$ cat src/rtl/stat_irq_gen.sv
module stat_irq_gen #(
  parameter int AW = 8,
  parameter logic [AW-1:0] EN0_ADDR = 8'h02,
  parameter logic [AW-1:0] EN1_ADDR = 8'h03,
  parameter logic [AW-1:0] PND0_ADDR = 8'h04,
  parameter logic [AW-1:0] PND1_ADDR = 8'h05
) (
  input  logic          clk,
  input  logic          rst_n,
  input  logic [8:0]    sts_i,
  input  logic [AW-1:0] reg_addr,
  input  logic [7:0]    reg_wdata,
  input  logic          reg_we,
  input  logic          reg_rd,
  output logic [7:0]    reg_rdata,
  output logic          irq_o
);

  localparam int VA = 0, VB = 1, CK = 2, AD = 3, HL = 4, NS = 5, DL = 6, LN = 7, CP = 8;
  localparam logic [7:0] EN0_USED = 8'hDF;
  localparam logic [7:0] EN1_USED = 8'h41;

  logic [8:0] s1, s2, sp;
  logic [1:0] fill;
  logic [7:0] en0, en1, pnd0, pnd1;
  logic [8:0] any_e, rise_e, fall_e;
  logic       armed, ln_ok, clr0, clr1;
  logic [7:0] ev0, ev1;

  assign armed  = (fill == 2'd3);
  assign any_e  = s2 ^ sp;
  assign rise_e = s2 & ~sp;
  assign fall_e = ~s2 & sp;
  assign ln_ok  = s2[HL] & ~s2[DL];

  assign ev0 = {8{armed}} & en0 &
               {any_e[VA], any_e[VB], 1'b0, rise_e[CK], rise_e[AD],
                fall_e[HL], rise_e[NS], rise_e[DL]};
  assign ev1 = {8{armed}} & en1 &
               {1'b0, any_e[LN] & ln_ok, 5'b0, any_e[CP]};

  assign clr0 = reg_rd && (reg_addr == PND0_ADDR);
  assign clr1 = reg_rd && (reg_addr == PND1_ADDR);

  always_ff @(posedge clk or negedge rst_n) begin
    if (!rst_n) begin
      s1   <= '0;
      s2   <= '0;
      sp   <= '0;
      fill <= '0;
    end else begin
      s1 <= sts_i;
      s2 <= s1;
      sp <= s2;
      if (!armed) fill <= fill + 2'd1;
    end
  end

  always_ff @(posedge clk or negedge rst_n) begin
    if (!rst_n) begin
      en0 <= '0;
      en1 <= '0;
    end else if (reg_we) begin
      if (reg_addr == EN0_ADDR) en0 <= reg_wdata & EN0_USED;
      if (reg_addr == EN1_ADDR) en1 <= reg_wdata & EN1_USED;
    end
  end

  always_ff @(posedge clk or negedge rst_n) begin
    if (!rst_n) begin
      pnd0 <= '0;
      pnd1 <= '0;
    end else begin
      pnd0 <= (clr0 ? 8'h00 : pnd0) | ev0;
      pnd1 <= (clr1 ? 8'h00 : pnd1) | ev1;
    end
  end

  always_comb begin
    reg_rdata = 8'h00;
    if (reg_addr == EN0_ADDR)  reg_rdata = en0;
    if (reg_addr == EN1_ADDR)  reg_rdata = en1;
    if (reg_addr == PND0_ADDR) reg_rdata = pnd0;
    if (reg_addr == PND1_ADDR) reg_rdata = pnd1;
  end

  assign irq_o = |{pnd0, pnd1};

  assert_pend_sticky_R9: assert property (@(posedge clk) disable iff (!rst_n)
    !clr0 |=> ((pnd0 & $past(pnd0)) == $past(pnd0)));

  assert_ckill_fall_silent_R5: assert property (@(posedge clk) disable iff (!rst_n)
    (!s2[CK] && sp[CK] && !pnd0[4]) |=> !pnd0[4]);

  assert_hlock_rise_silent_R6: assert property (@(posedge clk) disable iff (!rst_n)
    (s2[HL] && !sp[HL] && !pnd0[2]) |=> !pnd0[2]);

  assert_l525_gated_R7: assert property (@(posedge clk) disable iff (!rst_n)
    (!(s2[HL] && !s2[DL]) && !pnd1[6]) |=> !pnd1[6]);

  assert_masked_quiet_R8: assert property (@(posedge clk) disable iff (!rst_n)
    (!en0[4] && !pnd0[4]) |=> !pnd0[4]);

  assert_event_beats_clear_R10: assert property (@(posedge clk) disable iff (!rst_n)
    (armed && s2[CK] && !sp[CK] && en0[4]) |=> pnd0[4]);

endmodule

$ cat config.mk
export PLATFORM = sky130hd
export DESIGN_NAME = stat_irq_gen
export DESIGN_NICKNAME = d
export VERILOG_FILES = /design/src/rtl/stat_irq_gen.sv
export SDC_FILE = /design/constraint.sdc
export NUM_CORES = 1
export LEC_CHECK = 0
export BUFFER_PORTS_ARGS = -buffer_cell sky130_fd_sc_hd__buf_4
export CAP_MARGIN = 15
export CORE_MARGIN = 2
export CORE_UTILIZATION = 56
export DETAILED_ROUTE_END_ITERATION = 12
export PLACE_DENSITY = 0.9
export SLEW_MARGIN = 20
export SYNTH_ARGS = -nofsm -noshare
export SYNTH_HDL_FRONTEND = slang
export SYNTH_SLANG_ARGS = --single-unit
$ cat constraint.sdc
create_clock -name clk -period 3.1 [get_ports clk]
set_input_delay 0.155 -clock clk [delete_from_list [all_inputs] [get_ports clk]]
set_output_delay 0.155 -clock clk [all_outputs]
set_load 0.05 [all_outputs]
# --- Yosys cells after proc, flatten, opt, wreduce, memory -nomap -nowiden ---
# Index checks and enable logic that the tools add are counted.
word_totals:
  reg_bits: 54
  input_bits: 29
  out_inout_bits: 9
  word_cells: 39
classes:
  n_addsub: 1
  eq_ne: 5
  n_mux: 6
  n_bitwise: 14
  reduce_logical: 5
ops:
  columns: ["operator", "n"]
  rows:
  - ["8-bit two-way mux", 6]
  - ["8-bit by 7-bit bitwise AND with 8-bit output", 2]
  - ["8-bit bitwise AND", 2]
  - ["8-bit by 2-bit equality test with 1-bit output, second input constant", 2]
  - ["8-bit by 3-bit equality test with 1-bit output, second input constant", 2]
  - ["8-bit OR", 2]
  - ["16-bit OR reduction", 1]
  - ["9-bit bitwise XOR", 1]
  - ["7-bit bitwise AND", 1]
  - ["7-bit inverter", 1]
  - ["5-bit bitwise AND", 1]
  - ["5-bit inverter", 1]
  - ["2-bit AND reduction", 2]
  - ["2-bit by 1-bit adder with 2-bit output, second input constant", 1]
  - ["1-bit bitwise AND", 2]
  - ["2-bit equality test, second input constant", 1]
  - ["1-bit logical AND", 2]
  - ["1-bit inverter", 1]

# --- Depth between registers and ports, before layout ---
depth:
  ltp_word: 5
  ltp_mapped: 4
  ltp_nobuf: 3

# --- Worst setup path after synthesis ---
# OpenSTA, ideal clock, no wires.
synth_timing:
  path_kind: "input to output"
  start: "input port reg_addr[0]"
  end: "output port reg_rdata[0]"
  t_arrival_ps: 1547
  required_ps: 2945
  setup_slack_ps: 1398
  stages: 4
  path_buffers: 1
  path_cell_list: "clkbuf_1 > mux2i_1 > o32a_1 > nor2_1"
synth_between:
  elab_chain_cells: 5
  word_cells_on_any_way: 8
  classes_between: "eq/ne: 4; mux: 4"
synth_rtl:
  columns: ["element", "line_no", "text"]
  rows:
  - ["start: declaration", "11", "input logic [AW-1:0] reg_addr,"]
  - ["8-bit by 2-bit equality test with 1-bit output", "81", "if (reg_addr == EN0_ADDR) reg_rdata = en0;"]
  - ["8-bit two-way mux", "81", null]
  - ["8-bit two-way mux", "82", "if (reg_addr == EN1_ADDR) reg_rdata = en1;"]
  - ["8-bit two-way mux", "83", "if (reg_addr == PND0_ADDR) reg_rdata = pnd0;"]
  - ["8-bit two-way mux *", "84", "if (reg_addr == PND1_ADDR) reg_rdata = pnd1;"]
  - ["end: declaration", "15", "output logic [7:0] reg_rdata,"]
# Mark *: on every way between the ends. The rest lies on a longest branch, timed or not.

# --- Final worst setup path ---
layout_timing:
  start: "register pnd0[0]"
  end: "output port reg_rdata[0]"
layout_between:
  elab_chain_cells: 2
layout_rtl:
  columns: ["element", "line_no", "text"]
  rows:
  - ["start: declaration", "25", "logic [7:0] en0, en1, pnd0, pnd1;"]
  - ["start signal: assignment", "74", "pnd0 <= (clr0 ? 8'h00 : pnd0) | ev0;"]
  - ["8-bit two-way mux", "83", null]
  - ["8-bit two-way mux", "84", null]
# Every way passes these cells.

==> reports/results.txt <==
outcome -> finished clean
Synth top area share -> 66.67%
RSZ-0062 raised after global routing -> false
Slew @ Worst Pin -> 0.5562 ns
Startpoint Class -> flop
CP max FO -> 3
initial core utilization -> 58.26%
count of cell types in the netlist -> 30
Synthesized Nets -> 149
wire per inst -> 14.83 um
top cells by area, synth -> dfrtp_1 67%, mux2_2 5.1%, and4b_1 2.8%
Die Span Y -> 60.13 um
period utilization -> 51.40%
Hold Fails Final Rpt -> 0
share of cells above drive strength 1 -> 33.33%
CTS tree -> yes
Die X -> 60.13 um
Placed Cells -> 195
Clk network pwr share -> 24.5%
Slew Viols, Final -> 0
setup ws final -> 1.506 ns
Core Area -> 0.003028 mm^2
final global-route overflow total -> 0
Combinational Power Share -> 11.8%
Post-Syn Area -> 0.001764 mm^2
Synth top cells by count -> 47 x dfrtp_1, 9 x nor2_1, 8 x mux2_2
most frequent cell after synthesis -> dfrtp_1
Post-route DRC -> 0
first-pass GRT wire length -> 5112 um
power per cell area -> 503.5 mW/mm^2
NumNets Final -> 198
DR pass1 iterations -> 4
Min Hold Slack -> 0.04162 ns
drt first-iter violations -> 61
total power -> 1.119 mW
cell taking the most area after synthesis -> dfrtp_1
# diodes -> 0
yosys warns -> 0
minimum clock period -> 1.594 ns
fillers -> 199
I/O pin total -> 38
GRT Resource Usage Total -> 20.75%
DRT Wirelength -> 3144 um
crit path kind -> flop to output port
pin count of the biggest net entering global routing -> 48
worst ir drop on vdd -> 0.3871 mV
CP required -> 2.94 ns
post-CTS setup buffer count -> 0
num rows -> 20
endpoint type of the worst setup path -> output port
CTS root buffer -> clkbuf_4
clk sinks -> 47
number of routed nets with antenna violations -> 0
vias in the first global route -> 1161
Clock Pin Slew Worst Setup and Hold Paths -> 0.12 ns
main flop type after synthesis -> dfrtp_1
H-Tree Depth -> 2
Crit path arrival time -> 1.44 ns
Mapped Cells -> 119
Post-synth EDFFs -> 0
Post-Route Setup TNS -> 0 ns
full die area -> 0.003615 mm^2
Clock Path Buffers -> 2
Post-Place Setup Slack -> 1.198 ns
Area after DPL -> 0.002067 mm^2
ys async rst share -> 100.0%
Net Sw Power -> 0.2650 mW
Area Growth Syn to Fin -> 26.03%
DP HPWL -> 2336 um
class of the worst hold path -> primary input to flop
Flop pwr share -> 63.7%
sw frac -> 23.68%
clock buffer count from CTS -> 5
utilization after layout -> 73.43%
Post-Syn Area per Cell -> 14.83 um^2
Seq/Total Area, Yosys -> 66.67%
IO Port Bufs -> 35
Post-Layout Inst Area -> 0.002223 mm^2
max cap viols -> 0
RePlAce Congestion -> 0.8124
clk_lat worst skew -> 0.35 ns
antenna violations before repair -> 0
vias -> 1119
final setup violation count -> 0
Pint -> 0.8544 mW
post-synthesis register bit count -> 47
leakage -> 1.058 nW
final cell count without fillers -> 212
via/cell ratio -> 5.278
Max Clk Rate -> 627.5 MHz
skew final -> 0.01278 ns
max_slew headroom -> 62.64%
## power groups by stage
stage	clock network (mW)	registers, mW	logic [mW]
final	0.274	0.713	0.132
after global routing	0.316	0.720	0.146
after CTS	0.288	0.711	0.134
after detailed placement	0	0.724	0.124
after global placement	0	0.718	0.117
after floorplan	0	0.710	0.0741
## critical path: stages, from the launching register on
cell     delay [ns]
dfrtp_1        0.42
mux2i_1        0.09
o32a_1         0.29
nor2_1         0.09
buf_4          0.20
## final timing paths
kind | depth (start not counted) | to | slack [ns] | from
max | 4 | reg_rdata[0] | 1.51 | pnd0[0]
max in group asynchronous | 2 | s1[5] | 2.39 | rst_n
max reg2reg | 2 | fill[1] | 1.84 | fill[0]
min reg2reg | 0 | s2[6] | 0.35 | s1[6]
min in group asynchronous | 2 | s2[6] | 0.32 | rst_n
min | 2 | en0[1] | 0.04 | reg_wdata[1]
## layout make-up
class	instances	area, um^2	share of cell area (%)
flip-flops and latches	47	1176	52.90
multi-input cells	67	565.5	25.44
repair buffers	45	362.8	16.32
well taps	44	55.05	2.476
clock buffers	6	51.30	2.307
inverters	2	7.507	0.3376
clock inverters	1	5.005	0.2251
## logic make-up after synthesis
logic type,after synthesis,synth area share (%)
AO/OA/AOI/OAI,16,7.589
XOR/XNOR,5,2.483
adder cells (fa/ha/maj),1,0.7091
buffers and inverters,5,1.277
flip-flops,47,66.67
multiplexers,14,9.078
other,1,0.2126
AND/OR/NAND/NOR,30,11.99
## registers in the layout, indices dropped and copies added, names as in the netlist
name,cells
en1,2
s1,9
sp,9
s2,9
en0,7
pnd1,2
fill,2
pnd0,7
## per-layer routing
| metal | vias to the layer above | track usage, % | wire length, um |
|---|---|---|---|
| met4 | 0 | 12.38 | 53 |
| met2 | 50 | 33.54 | 1608 |
| met1 | 531 | 23.13 | 1298 |
| met5 | - | 0 | 0 |
| li1 | 532 | - | - |
| met3 | 6 | 8.009 | 183 |
## cells in the final DEF, fill, tap and decap left out
master,count
xnor2_1,2
and4b_1,5
nand2_1,1
o2bb2ai_1,1
clkinv_2,1
nor4_1,2
conb_1,1
dfrtp_1,47
ha_1,1
nand4_1,1
nor3_1,1
nor2b_1,2
buf_4,35
clkbuf_4,5
mux2i_1,4
or3b_2,1
o32a_1,2
a22oi_1,5
mux2_2,8
nand4b_1,1
nand3_1,2
nor2_1,9
clkbuf_8,1
or4_4,2
nand2b_1,1
a32o_1,3
xor2_1,3
inv_1,2
a21o_1,5
dlygate4sd3_1,10
nor4_4,1
mux2_4,2
nor4bb_1,1
## what timing repair did
item,CTS,global route
gates resized for setup,0,0
hold buffers,10,0
endpoints found under the hold margin,56,0
Note: power is estimated with default switching activity, not from simulation.
